--- config.mk ---
export PLATFORM = sky130hd
export DESIGN_NAME = ptp_addend_clock
export DESIGN_NICKNAME = d
export VERILOG_FILES = /design/src/rtl/ptpclk_pkg.sv /design/src/rtl/ptpclk_rst_sync.sv /design/src/rtl/ptpclk_frac_acc.sv /design/src/rtl/ptpclk_time_cnt.sv /design/src/rtl/ptpclk_bus_regs.sv /design/src/rtl/ptp_addend_clock.sv
export SDC_FILE = /design/constraint.sdc
export NUM_CORES = 1
export LEC_CHECK = 0
export BUFFER_PORTS_ARGS = -buffer_cell sky130_fd_sc_hd__buf_2
export CAP_MARGIN = 30
export CELL_PAD_IN_SITES_DETAIL_PLACEMENT = 0
export CELL_PAD_IN_SITES_GLOBAL_PLACEMENT = 1
export CORE_MARGIN = 2
export CORE_UTILIZATION = 42
export CTS_CLUSTER_DIAMETER = 50
export DETAILED_ROUTE_END_ITERATION = 8
export PLACE_DENSITY = 0.74
export SLEW_MARGIN = 20
export SYNTH_ARGS = -nofsm -noshare
export SYNTH_HDL_FRONTEND = slang
export SYNTH_SLANG_ARGS = --single-unit
--- constraint.sdc ---
create_clock -name clk -period 8.1 [get_ports clk]
set_input_delay 0.81 -clock clk [delete_from_list [all_inputs] [get_ports clk]]
set_output_delay 0.81 -clock clk [all_outputs]
set_load 0.05 [all_outputs]
--- src/rtl/ptpclk_pkg.sv ---
package ptpclk_pkg;
  localparam int unsigned WORD_W = 32;
  localparam int unsigned TIME_W = 2 * WORD_W;
  localparam logic [WORD_W-1:0] ADDEND_NOMINAL = 32'hA000_0000;
  localparam logic [WORD_W-1:0] LO_LIMIT_DEFAULT = 32'h7FFF_FFFF;

  typedef enum logic [2:0] {
    SEL_CTRL   = 3'd0,
    SEL_ADDEND = 3'd1,
    SEL_FRAC   = 3'd2,
    SEL_TLO    = 3'd3,
    SEL_THI    = 3'd4,
    SEL_UNLOCK = 3'd5,
    SEL_LIMIT  = 3'd6,
    SEL_NONE   = 3'd7
  } reg_sel_e;
endpackage

--- src/rtl/ptpclk_rst_sync.sv ---
module ptpclk_rst_sync #(
  parameter int unsigned STAGES = 2
) (
  input  logic clk,
  input  logic rst_n,
  output logic rst_sync_n
);
  logic [STAGES-1:0] sync_q;
  logic [STAGES-1:0] sync_d;

  generate
    if (STAGES == 1) begin : g_single
      assign sync_d = 1'b1;
    end else begin : g_chain
      assign sync_d = {sync_q[STAGES-2:0], 1'b1};
    end
  endgenerate

  always_ff @(posedge clk or negedge rst_n) begin
    if (!rst_n) sync_q <= '0;
    else        sync_q <= sync_d;
  end

  assign rst_sync_n = sync_q[STAGES-1];
endmodule

--- src/rtl/ptpclk_frac_acc.sv ---
module ptpclk_frac_acc #(
  parameter int unsigned FRAC_W = 32
) (
  input  logic              clk,
  input  logic              rst_n,
  input  logic              clr,
  input  logic              wr,
  input  logic [FRAC_W-1:0] wval,
  input  logic [FRAC_W-1:0] addend,
  output logic [FRAC_W-1:0] frac_q,
  output logic              carry
);
  logic [FRAC_W:0]   sum;
  logic [FRAC_W-1:0] frac_d;

  always_comb begin
    sum = {1'b0, frac_q} + {1'b0, addend};
    if (clr)     frac_d = '0;
    else if (wr) frac_d = wval;
    else         frac_d = sum[FRAC_W-1:0];
    carry = sum[FRAC_W] & ~clr & ~wr;
  end

  always_ff @(posedge clk or negedge rst_n) begin
    if (!rst_n) frac_q <= '0;
    else        frac_q <= frac_d;
  end

  // a direct phase write lands unchanged
  assert_frac_load_R5: assert property (@(posedge clk) disable iff (!rst_n)
    (wr && !clr) |=> (frac_q == $past(wval)));

  // a zero addend never produces a carry
  assert_zero_addend_R2: assert property (@(posedge clk) disable iff (!rst_n)
    (addend == '0) |-> !carry);

  // clear empties the phase
  assert_frac_clear_R6: assert property (@(posedge clk) disable iff (!rst_n)
    clr |=> (frac_q == '0));
endmodule

--- src/rtl/ptpclk_time_cnt.sv ---
module ptpclk_time_cnt #(
  parameter int unsigned LO_W = 32,
  parameter int unsigned HI_W = 32
) (
  input  logic                 clk,
  input  logic                 rst_n,
  input  logic                 clr,
  input  logic                 inc,
  input  logic                 load,
  input  logic [HI_W+LO_W-1:0] load_val,
  input  logic [LO_W-1:0]      lo_limit,
  output logic [HI_W+LO_W-1:0] time_q
);
  localparam int unsigned TW = HI_W + LO_W;

  logic [LO_W-1:0] lo_q;
  logic [HI_W-1:0] hi_q;
  logic            lo_wrap;
  logic [TW-1:0]   time_d;
  logic            time_en;

  assign lo_q = time_q[LO_W-1:0];
  assign hi_q = time_q[TW-1:LO_W];

  always_comb begin
    lo_wrap = (lo_q == lo_limit) || (lo_q == {LO_W{1'b1}});
    time_en = clr | load | inc;
    if (clr)          time_d = '0;
    else if (load)    time_d = load_val;
    else if (lo_wrap) time_d = {hi_q + 1'b1, {LO_W{1'b0}}};
    else              time_d = {hi_q, lo_q + 1'b1};
  end

  always_ff @(posedge clk or negedge rst_n) begin
    if (!rst_n)       time_q <= '0;
    else if (time_en) time_q <= time_d;
  end

  // without a carry, load or clear the time holds
  assert_hold_R2: assert property (@(posedge clk) disable iff (!rst_n)
    (!clr && !load && !inc) |=> $stable(time_q));

  // advancing at the limit clears low and bumps high
  assert_wrap_R7: assert property (@(posedge clk) disable iff (!rst_n)
    (!clr && !load && inc && lo_q == lo_limit) |=>
      (time_q[LO_W-1:0] == '0 && time_q[TW-1:LO_W] == $past(hi_q) + 1'b1));

  // a commit loads both halves at once
  assert_commit_R4: assert property (@(posedge clk) disable iff (!rst_n)
    (load && !clr) |=> (time_q == $past(load_val)));
endmodule

--- src/rtl/ptpclk_bus_regs.sv ---
module ptpclk_bus_regs
  import ptpclk_pkg::*;
#(
  parameter int unsigned       ADDR_W     = 4,
  parameter logic [WORD_W-1:0] ADDEND_RST = ADDEND_NOMINAL,
  parameter logic [WORD_W-1:0] LIMIT_RST  = LO_LIMIT_DEFAULT
) (
  input  logic              clk,
  input  logic              rst_n,
  input  logic              bus_wr,
  input  logic              bus_rd,
  input  logic [ADDR_W-1:0] bus_addr,
  input  logic [WORD_W-1:0] bus_wdata,
  input  logic [WORD_W-1:0] frac_q,
  input  logic [TIME_W-1:0] time_q,
  output logic              soft_clr,
  output logic [WORD_W-1:0] addend_q,
  output logic [WORD_W-1:0] limit_q,
  output logic              frac_wr,
  output logic              time_load,
  output logic [TIME_W-1:0] time_load_val,
  output logic [WORD_W-1:0] bus_rdata
);
  reg_sel_e         sel;
  logic             ctrl_q, ctrl_en;
  logic             unlock_q, unlock_en;
  logic             addend_en, limit_en;
  logic [WORD_W-1:0] stage_q, stage_d;
  logic             stage_en;
  logic [WORD_W-1:0] shadow_q, shadow_d;
  logic             shadow_en;
  logic [WORD_W-1:0] rdata_q, rdata_d;
  logic             rd_lo;

  // decode and next state
  always_comb begin
    sel = (bus_addr < ADDR_W'(7)) ? reg_sel_e'(bus_addr[2:0]) : SEL_NONE;
    rd_lo     = bus_rd && (sel == SEL_TLO);
    ctrl_en   = bus_wr && (sel == SEL_CTRL);
    addend_en = bus_wr && (sel == SEL_ADDEND);
    unlock_en = bus_wr && (sel == SEL_UNLOCK);
    limit_en  = bus_wr && (sel == SEL_LIMIT) && unlock_q;
    frac_wr   = bus_wr && (sel == SEL_FRAC);

    stage_en  = ctrl_q || (bus_wr && (sel == SEL_TLO));
    stage_d   = ctrl_q ? '0 : bus_wdata;
    shadow_en = ctrl_q || rd_lo;
    shadow_d  = ctrl_q ? '0 : time_q[TIME_W-1:WORD_W];

    time_load     = bus_wr && (sel == SEL_THI) && !ctrl_q;
    time_load_val = {bus_wdata, stage_q};

    unique case (sel)
      SEL_CTRL:   rdata_d = {{(WORD_W-1){1'b0}}, ctrl_q};
      SEL_ADDEND: rdata_d = addend_q;
      SEL_FRAC:   rdata_d = frac_q;
      SEL_TLO:    rdata_d = time_q[WORD_W-1:0];
      SEL_THI:    rdata_d = shadow_q;
      SEL_UNLOCK: rdata_d = {{(WORD_W-1){1'b0}}, unlock_q};
      SEL_LIMIT:  rdata_d = limit_q;
      default:    rdata_d = '0;
    endcase
  end

  // registers
  always_ff @(posedge clk or negedge rst_n) begin
    if (!rst_n) begin
      ctrl_q   <= 1'b0;
      unlock_q <= 1'b0;
      addend_q <= ADDEND_RST;
      limit_q  <= LIMIT_RST;
      stage_q  <= '0;
      shadow_q <= '0;
      rdata_q  <= '0;
    end else begin
      if (ctrl_en)   ctrl_q   <= bus_wdata[0];
      if (unlock_en) unlock_q <= bus_wdata[0];
      if (addend_en) addend_q <= bus_wdata;
      if (limit_en)  limit_q  <= bus_wdata;
      if (stage_en)  stage_q  <= stage_d;
      if (shadow_en) shadow_q <= shadow_d;
      if (bus_rd)    rdata_q  <= rdata_d;
    end
  end

  assign soft_clr  = ctrl_q;
  assign bus_rdata = rdata_q;

  // a locked limit never moves
  assert_limit_locked_R8: assert property (@(posedge clk) disable iff (!rst_n)
    !unlock_q |=> $stable(limit_q));

  // the shadow only moves on a low-word read or a soft reset
  assert_shadow_hold_R3: assert property (@(posedge clk) disable iff (!rst_n)
    (!rd_lo && !ctrl_q) |=> $stable(shadow_q));

  // no commit escapes while the soft reset is held
  assert_no_load_in_reset_R6: assert property (@(posedge clk) disable iff (!rst_n)
    ctrl_q |-> !time_load);

  // read data only changes after a read strobe
  assert_rdata_hold_R10: assert property (@(posedge clk) disable iff (!rst_n)
    !bus_rd |=> $stable(bus_rdata));
endmodule

--- src/rtl/ptp_addend_clock.sv ---
module ptp_addend_clock
  import ptpclk_pkg::*;
#(
  parameter int unsigned       ADDR_W      = 4,
  parameter logic [WORD_W-1:0] ADDEND_RST  = ADDEND_NOMINAL,
  parameter logic [WORD_W-1:0] LIMIT_RST   = LO_LIMIT_DEFAULT,
  parameter int unsigned       SYNC_STAGES = 2
) (
  input  logic              clk,
  input  logic              rst_n,
  input  logic              bus_wr,
  input  logic              bus_rd,
  input  logic [ADDR_W-1:0] bus_addr,
  input  logic [WORD_W-1:0] bus_wdata,
  output logic [WORD_W-1:0] bus_rdata,
  output logic [TIME_W-1:0] sys_time
);
  logic              rst_sync_n;
  logic              soft_clr;
  logic [WORD_W-1:0] addend_q;
  logic [WORD_W-1:0] limit_q;
  logic              frac_wr;
  logic [WORD_W-1:0] frac_q;
  logic              carry;
  logic              time_load;
  logic [TIME_W-1:0] time_load_val;
  logic [TIME_W-1:0] time_q;

  ptpclk_rst_sync #(.STAGES(SYNC_STAGES)) rst_sync_i (
    .clk        (clk),
    .rst_n      (rst_n),
    .rst_sync_n (rst_sync_n)
  );

  ptpclk_bus_regs #(
    .ADDR_W     (ADDR_W),
    .ADDEND_RST (ADDEND_RST),
    .LIMIT_RST  (LIMIT_RST)
  ) regs_i (
    .clk           (clk),
    .rst_n         (rst_sync_n),
    .bus_wr        (bus_wr),
    .bus_rd        (bus_rd),
    .bus_addr      (bus_addr),
    .bus_wdata     (bus_wdata),
    .frac_q        (frac_q),
    .time_q        (time_q),
    .soft_clr      (soft_clr),
    .addend_q      (addend_q),
    .limit_q       (limit_q),
    .frac_wr       (frac_wr),
    .time_load     (time_load),
    .time_load_val (time_load_val),
    .bus_rdata     (bus_rdata)
  );

  ptpclk_frac_acc #(.FRAC_W(WORD_W)) acc_i (
    .clk    (clk),
    .rst_n  (rst_sync_n),
    .clr    (soft_clr),
    .wr     (frac_wr),
    .wval   (bus_wdata),
    .addend (addend_q),
    .frac_q (frac_q),
    .carry  (carry)
  );

  ptpclk_time_cnt #(.LO_W(WORD_W), .HI_W(TIME_W - WORD_W)) cnt_i (
    .clk      (clk),
    .rst_n    (rst_sync_n),
    .clr      (soft_clr),
    .inc      (carry),
    .load     (time_load),
    .load_val (time_load_val),
    .lo_limit (limit_q),
    .time_q   (time_q)
  );

  assign sys_time = time_q;

  // a held soft reset zeroes time and phase on the next cycle
  assert_soft_reset_R6: assert property (@(posedge clk) disable iff (!rst_sync_n)
    soft_clr |=> (sys_time == '0 && frac_q == '0));

  // time moves by at most one count per cycle unless loaded or cleared
  assert_single_step_R2: assert property (@(posedge clk) disable iff (!rst_sync_n)
    (!time_load && !soft_clr && !frac_wr) |=>
      (sys_time == $past(sys_time) || sys_time[WORD_W-1:0] == $past(sys_time[WORD_W-1:0]) + 1'b1
       || sys_time[WORD_W-1:0] == '0));
endmodule

### Word-level counts from Yosys, hierarchy flattened

Cells that the tools add are included.

| operators by class | value |
|---|---|
| add/sub/neg operators | 3 |
| $lt $le $gt $ge | 1 |
| equal/unequal tests | 8 |
| multiplexer cells | 9 |
| bitwise logic cells | 6 |
| reductions and logical operators | 17 |

Operator list:

| kind | number |
|---|---|
| case mux 32 bit (7 select lines) | 1 |
| two-way mux 64 bit | 3 |
| two-way mux 32 bit | 4 |
| adder 32 x 1 -> 32 bit (second input constant) | 2 |
| adder 32 x 32 -> 33 bit | 1 |
| == test 32 bit | 1 |
| == test 32 bit (second input constant) | 1 |
| logical AND 1 bit | 10 |
| == test 3 bit (second input constant) | 3 |
| == test 3 x 2 -> 1 bit (second input constant) | 2 |
| < comparator 4 x 3 -> 1 bit (second input constant) | 1 |
| == test 3 x 1 -> 1 bit (second input constant) | 1 |
| zero test 3 bit | 1 |
| logical OR 1 bit | 3 |
| two-way mux 3 bit | 1 |
| nonzero test 3 bit | 1 |
| bitwise AND 1 bit | 2 |
| NOT 1 bit | 2 |
| OR 1 bit | 2 |
| AND reduction 2 bit | 1 |
| zero test 1 bit | 1 |

| word-level totals | value |
|---|---|
| flip-flop bits (word level) | 260 |
| input bits | 40 |
| output and inout port bits | 96 |
| logic and storage cells | 55 |

### Depth between registers and ports, before layout

Gate-level depths: netlist of the first run.

| logic depth | value |
|---|---|
| depth after elaboration | 8 |
| depth in mapped cells | 12 |
| gate-level depth less buffers | 10 |

### By module

Synthesis of the first run repeated with hierarchy kept, for this count alone.

| second synthesis, totals | value |
|---|---|
| cells, all modules | 1,512 |
| area total of the unflattened synthesis | 15,024.4 um^2 |

By module, submodules not included:

| module | instances | cells an instance | area each (um^2) |
|---|---|---|---|
| ptpclk_bus_regs | 1 | 590 | 7,450.9 |
| ptpclk_time_cnt | 1 | 543 | 4,488.1 |
| ptpclk_frac_acc | 1 | 376 | 3,031.7 |
| ptpclk_rst_sync | 1 | 3 | 53.8 |

### Worst setup path after synthesis of the first run

No wires, ideal clock.

| timing | value |
|---|---|
| kind | reg-to-reg |
| from | register acc_i.frac_q[0] |
| to | register cnt_i.time_q[35] |
| setup time | 0.136 ns |
| data arrival time | 2.791 ns |
| data required time | 7.964 ns |
| slack | 5.174 ns |
| cell stages (with the launch flop) | 12 |
| buffers on the path | 1 |
| cell sequence | dfrtp_1 ha_1 fa_1 a211oi_1 o2111ai_1 nor4bb_4 a211oi_2 o21a_1 clkbuf_8 nor3_1 nor2_1 o21ai_0 |

| on the way | value |
|---|---|
| cells in the longest elaborated chain, start to end | 5 |

Ends and longest elaborated chain:

| what | line | text |
|---|---|---|
| start: declaration | ptpclk_frac_acc.sv:10 | `output logic [FRAC_W-1:0] frac_q,` |
| start signal: assignment | ptpclk_frac_acc.sv:26 | `else frac_q <= frac_d;` |
| adder 32 x 32 -> 33 bit | ptpclk_frac_acc.sv:17 | `sum = {1'b0, frac_q} + {1'b0, addend};` |
| bitwise AND 1 bit (2 in series) | ptpclk_frac_acc.sv:21 | `carry = sum[FRAC_W] & ~clr & ~wr;` |
| OR 1 bit | ptpclk_time_cnt.sv:27 | `time_en = clr \| load \| inc;` |
| AND reduction 2 bit (no line) | - |  |
| end signal: assignment | ptpclk_time_cnt.sv:36 | `else if (time_en) time_q <= time_d;` |
| end: declaration | ptpclk_time_cnt.sv:12 | `output logic [HI_W+LO_W-1:0] time_q` |

No other way between the ends.
A chain may end at the register's enable or synchronous reset.

### Worst setup path after layout of the first run

| timing | value |
|---|---|
| from | register regs_i.addend_q[0] |
| to | register cnt_i.time_q[43] |

| on the way | value |
|---|---|
| cells in the longest elaborated chain, start to end | 5 |

Ends and longest elaborated chain:

| what | line | text |
|---|---|---|
| start: declaration | ptpclk_bus_regs.sv:17 | `output logic [WORD_W-1:0] addend_q,` |
| start signal: assignment | ptpclk_bus_regs.sv:78 | `if (addend_en) addend_q <= bus_wdata;` |
| adder 32 x 32 -> 33 bit | ptpclk_frac_acc.sv:17 |  |
| bitwise AND 1 bit (2 in series) | ptpclk_frac_acc.sv:21 |  |
| OR 1 bit | ptpclk_time_cnt.sv:27 |  |
| AND reduction 2 bit (no line) | - |  |

No other way between the ends.

==> results of run 1 <==
cell type report:
class                   instances  area, µm²
repair buffers                161        918
well taps                     455        569
flip-flops and latches        260       6550
inverters                      78        293
clock buffers                  54       1070
clock inverters                18        270
multi-input cells            1091       7300
fillers                      3295      17400
report_power, final:
group	total (mW)	switching, mW	internal, mW
Combinational	1.59	1.00	0.588
Sequential	1.79	0.263	1.53
Clock	1.75	0.631	1.12
per-stage QoR:
step           utilization (%)  power (mW)  worst slack [ns]
3_3_place_gp              45.3        3.34              4.26
4_1_cts                   49.2        5.13              4.12
5_1_grt                   49.4        5.39              3.85
6_report                  49.4        5.13              4.08
3_5_place_dp              45.3        3.36              4.14
2_1_floorplan                -        2.89             0.375
cell usage after synthesis, types with 9 or more instances:
master	instances	area [µm²]
o21ai_0	64	320
a221oi_1	35	307
xor2_1	45	394
a222oi_1	31	310
mux2_2	66	743
buf_1	11	41.3
a32o_1	14	140
a22oi_1	19	143
dfstp_2	33	867
and3_1	18	113
o211ai_1	19	143
buf_2	22	110
xnor2_1	22	193
nand3_1	44	220
clkbuf_1	69	259
dfrtp_1	227	5680
nand4_1	21	131
a22o_1	40	350
nand2b_1	9	56.3
nor4_1	17	106
a211oi_1	17	128
nor3_1	35	175
nor2_1	68	255
ha_1	34	425
o22ai_1	35	219
a21oi_1	115	576
a31oi_1	11	68.8
nand2_1	193	724
inv_1	78	293
per-layer routing:
layer	part of all wire, %	track usage [%]
met1	44	42.0
met2	44	43.9
met3	9.6	6.05
met4	2.8	9.00
met5	0.025	0
worst min-delay path by stage:
stage	depth (start not counted)	slack [ns]	end
global placement	0	0.34	rst_sync_i.sync_q[1]
floorplan	0	0.33	rst_sync_i.sync_q[1]
CTS	1	0.03	rst_sync_i.sync_q[1]
detailed placement	0	0.34	rst_sync_i.sync_q[1]
global route	1	0.04	rst_sync_i.sync_q[1]
finish	1	0.05	rst_sync_i.sync_q[1]
flip-flops by register name, summed over array words and instances (netlist names), 2 cells and up:
| register | cells |
|---|---|
| acc_i.frac_q | 32 |
| regs_i.addend_q | 32 |
| rst_sync_i.sync_q | 2 |
| regs_i.limit_q | 32 |
| regs_i.bus_rdata | 32 |
| regs_i.stage_q | 32 |
| cnt_i.time_q | 64 |
| regs_i.shadow_q | 32 |
logic make-up (layout without fill, tap and decap cells):
| family | after synthesis | count (layout) | synth area share [%] |
|---|---|---|---|
| other | 1 | 1 | 0.0257 |
| DFF | 260 | 260 | 44.9 |
| AOI/OAI and AO/OA | 458 | 458 | 22.0 |
| buffers and inverters | 190 | 311 | 5.34 |
| xor gates and xnor gates | 67 | 67 | 4.02 |
| adders and majority gates | 35 | 35 | 3.05 |
| muxes | 69 | 69 | 5.30 |
| and+or+nand+nor | 461 | 461 | 15.4 |
==> run summary, run 1 <==
Status - finished clean
Register-to-Register Path Depth - 10
Post-Layout Inst Area - 17000 µm²
CTS tree - done
R2r setup slk - 4.08 ns
Detailed-route via count - 13200
First-pass GRT wire length - 79.9 mm
Initial antenna violation count - 1
# IOs - 136
Commonest register cell after synthesis - dfrtp_1
FF+latch count, synth - 260
DIE WIDTH - 190 µm
Initial core utilization - 42.5%
Fraction of layout cells with a size suffix above 1 - 21.6%
Crit path largest cell delay - 0.65 ns
Syn Std Cell Area - 14600 µm²
Worst VDD drop - 178 µV
Worst slew pin tran - 1.03 ns
Post-synth EDFFs - 0
Req. time, crit path - 8.48 ns
I/O Buffers - 135
WP data arrival - 4.40 ns
Most common cell after layout, fill and taps aside - dfrtp_1
Setup Fix Bufs, Post-CTS - 0
Clk_skew - 0.0251 ns
Setup crit start - regs_i.addend_q[0]
Fin. Hold Viols - 0
Setup_tns - 0 ns
Slew Viols, Final - 0
Antenna Cells - 0
Area Overhead vs Synth - 16.3%
CTS Buf Count - 39
Async SR Flop Fraction - 100%
Leakage power - 7.68 nW
Clk root buf - clkbuf_16
Wire length per cell - 25.0 µm
Worst Setup Path Type - flip-flop to flip-flop
Clock Path Buffers - 3
Reg2Reg Launch Point - regs_i.addend_q[0]
Site row count - 68
CP Capture Type - flip-flop
Crit path max-delay family - compound AO/OA/AOI/OAI gates
# nets final - 1706
DR vias/cell - 6.24
Global placer's final weighted congestion - 0.884
CTS Sinks - 260
Dpl cells - 2042
Routed Wire Length - 52.9 mm
Unrepaired setup endpoints after global routing - false
FMAX - 249 MHz
CP endpoint - cnt_i.time_q[43]
Max cap viols - 0
Period Utilization, post-route - 49.6%
H-tree level count - 2
Router iterations before antenna repair - 6
Max Fanout on Critical Path - 11
HPWL after DPL - 37.2 mm
Area post-placement - 15600 µm²
Fin cells - 2117
Synth Warn # - 0
Post-Syn Instances - 1541
R2R Path End - cnt_i.time_q[43]
Critical path depth in cells - 10
Post_cts resized - 0
Residual DRC - 0
Clk_lat worst skew - 0.54 ns
CP max stage cell - o21a_1
Hold slack final - 0.0488 ns
Largest net degree at the start of global routing - 72
Clock transition at path regs - 0.05 ns
Register area share after synthesis - 44.9%
Synth unique cells - 86
CORE AREA - 34400 µm²
Slew HR - 31.5%
Grt ovf - 0
Most frequent cells in the layout - 225 x dfrtp_1, 193 x nand2_1, 135 x buf_2
CP startpoint kind - flip-flop
Die area - 36300 µm²
Die Span Y - 190 µm
Syn_nets - 1616
Critical-path cell list - ha_1 > fa_1 > a211oi_1 > o2111ai_1 > nor4bb_4 > a211oi_2 > o21a_1 > nor3_1 > nor2_1 > o21ai_0
Final setup vio count - 0
DRC violation total after the first TritonRoute iteration - 1530
Routed Antenna Nets - 0
PD cells - 302 nW/µm²
Vias in the first global route - 12700
Post-layout minimum cycle time - 4.02 ns
Hold_buf cts - 0
Tightest Hold Check Type - primary input to asynchronous set/reset pin
CP Buf/Inv Count - 0
GR Util All Layers - 29.1%
Mapped Avg Cell Area - 9.47 µm²
No activity file was read; power rests on OpenSTA's default activity.
==> run 2, diff against run 1 <==
Clock period 8.1 ns to 3.43 ns, I/O delays scaled along.
==> run 2 against run 1 <==
  * Combinational power grew to 2.6 times the previous value
  * Cell count grew 2.8%
  * Highest routed layer unchanged
  * Critical path type unchanged
  * Clock power is 130% higher
  * Largest cell class unchanged
==> run summary, run 2 (same netlist as run 1, synthesis figures left out) <==
Status - finished clean (unchanged)
CTS Sinks - 260 (unchanged)
Most frequent cells in the layout - 225 x dfrtp_1, 192 x nand2_1, 135 x buf_2 (was 225 x dfrtp_1, 193 x nand2_1, 135 x buf_2)
Initial antenna violation count - 1 (unchanged)
Sw Ratio - 37.0% (about the same)
DRC violation total after the first TritonRoute iteration - 1409 (was 1530)
Area Overhead vs Synth - 19.7% (was 16.3%)
Req. time, crit path - 3.83 ns (was 8.48 ns)
CORE AREA - 34400 µm² (unchanged)
GR Util All Layers - 29.5% (was 29.1%)
Die area - 36300 µm² (unchanged)
Grt ovf - 0 (unchanged)
Largest net degree at the start of global routing - 85 (was 72)
CTS tree - done (unchanged)
CTS Buf Count - 37 (was 39)
Fin. Hold Viols - 0 (unchanged)
Slew Viols, Final - 0 (unchanged)
Initial core utilization - 42.5% (unchanged)
Router iterations before antenna repair - 9 (was 6)
Worst slew pin tran - 0.770 ns (was 1.03 ns)
Vias in the first global route - 13100 (was 12700)
DIE WIDTH - 190 µm (unchanged)
Seq pwr share - 33.8% (was 34.8%)
Global placer's final weighted congestion - 0.908 (was 0.884)
Clock transition at path regs - 0.06 ns (was 0.05 ns)
Switch Pwr - 4.60 mW (was 1.90 mW)
Reg with most FFs - cnt_i.time_q (unchanged)
Area post-placement - 16100 µm² (was 15600 µm²)
Clk_lat worst skew - 0.52 ns (was 0.54 ns)
Internal Power - 7.82 mW (was 3.24 mW)
Max cap viols - 0 (unchanged)
Most common cell after layout, fill and taps aside - dfrtp_1 (unchanged)
Clk_skew - 0.0186 ns (was 0.0251 ns)
Worst VDD drop - 560 µV (was 178 µV)
Residual DRC - 0 (unchanged)
Fraction of layout cells with a size suffix above 1 - 24.9% (was 21.6%)
H-tree level count - 2 (unchanged)
Filler Cell Count - 3239 (was 3295)
Site row count - 68 (unchanged)
I/O Buffers - 135 (unchanged)
WP data arrival - 3.67 ns (was 4.40 ns)
Wire length per cell - 24.6 µm (was 25.0 µm)
Detailed-route via count - 13400 (was 13200)
Die Span Y - 190 µm (unchanged)
Post-layout minimum cycle time - 3.27 ns (was 4.02 ns)
Unrepaired setup endpoints after global routing - false (unchanged)
Slew HR - 48.3% (was 31.5%)
CP Capture Type - flip-flop (unchanged)
Clock Path Buffers - 3 (unchanged)
First-pass GRT wire length - 81.1 mm (was 79.9 mm)
FMAX - 305 MHz (was 249 MHz)
Largest register FFs - 64 (unchanged)
Final setup vio count - 0 (unchanged)
Pre-CTS setup slack - -0.261 ns (was 4.14 ns)
HPWL after DPL - 38.8 mm (was 37.2 mm)
Routed Wire Length - 53.4 mm (was 52.9 mm)
Clk root buf - clkbuf_16 (unchanged)
Period Utilization, post-route - 95.4% (was 49.6%)
Leakage power - 7.99 nW (was 7.68 nW)
Routed Antenna Nets - 0 (unchanged)
Min setup slack post-route - 0.156 ns (was 4.08 ns)
Tightest Hold Check Type - primary input to asynchronous set/reset pin (unchanged)
PD cells - 711 nW/µm² (was 302 nW/µm²)
Post-Layout Inst Area - 17500 µm² (was 17000 µm²)
Clock power frac - 32.9% (was 34.2%)
CP startpoint kind - flip-flop (unchanged)
# nets final - 1768 (was 1706)
DR vias/cell - 6.18 (was 6.24)
Logic pwr share - 33.4% (was 31.0%)
Max Fanout on Critical Path - 7 (was 11)
Worst Setup Path Type - flip-flop to flip-flop (unchanged)
Antenna Cells - 0 (unchanged)
# IOs - 136 (unchanged)
[run 2: stage by stage]
stage	setup TNS [ns]	cells	power [mW]	hold WS (ns)	utilization, %
floorplan	0	1541	6.83	0.0474	-
global placement	-0.888	2100	8.18	0.130	46.7
detailed placement	-1.70	2103	8.23	0.129	46.7
CTS	0	2172	12.4	0.117	50.6
global route	0	2176	13.0	0.134	50.8
finish	0	2176	12.4	0.140	50.8
[run 2: cell type report]
cell class              count  area (µm²)  share of cell area, %
inverters                  78         293                   1.68
well taps                 455         569                   3.26
repair buffers            224        1390                   7.97
clock inverters            18         279                   1.60
multi-input cells        1092        7350                   42.1
clock buffers              49        1030                   5.90
flip-flops and latches    260        6550                   37.5
[run 2: path summary, 6_finish.rpt]
kind | slack [ns] | cells past startpoint | from | end
worst max-delay path | 0.16 | 12 | acc_i.frac_q[0] | cnt_i.time_q[15]
worst min-delay path | 0.14 | 2 | rst_n | rst_sync_i.sync_q[1]
worst max register to register | 0.16 | 12 | acc_i.frac_q[0] | cnt_i.time_q[15]
worst min register to register | 0.33 | 0 | rst_sync_i.sync_q[1] | regs_i.stage_q[25]
max in group asynchronous | 2.14 | 1 | rst_sync_i.sync_q[1] | regs_i.limit_q[7]
min in group clk | 0.14 | 3 | bus_wdata[15] | regs_i.stage_q[15]
[run 2: what timing repair did]
action | CTS | global route
setup endpoints to repair | 22 | 52
hold endpoints to repair | 2 | 0
gates cloned | 1 | 0
gates resized for setup | 2 | 6
hold buffers | 1 | 0
pin swaps | 1 | 1
setup buffers | 0 | 2
[run 2: power by group through the flow]
stage                     registers [mW]  logic, mW  clock network (mW)
after floorplan                     4.31       2.52                   0
after global placement              4.20       3.98                   0
after detailed placement            4.22       4.01                   0
after CTS                           4.17       4.05                4.13
after global routing                4.24       4.51                4.26
final                               4.20       4.15                4.08
[run 2: worst max-delay path: stages (launching register included)]
cell and delay, ns:
dfrtp_1 0.38, ha_1 0.24, fa_1 0.45, a211oi_2 0.32, o2111ai_2 0.20, nor4bb_4 0.21, a211oi_2 0.24, buf_4 0.22
o21ai_2 0.13, a21oi_2 0.23, nor2_2 0.12, buf_4 0.20, a32o_1 0.21
[run 2: layer usage]
metal,up-vias,part of all wire (%),track usage [%]
met5,-,0.024,0
met4,2,2.6,8.14
met3,95,8.9,5.23
met2,627,44,44.7
met1,6686,44,43.2
li1,6029,-,-
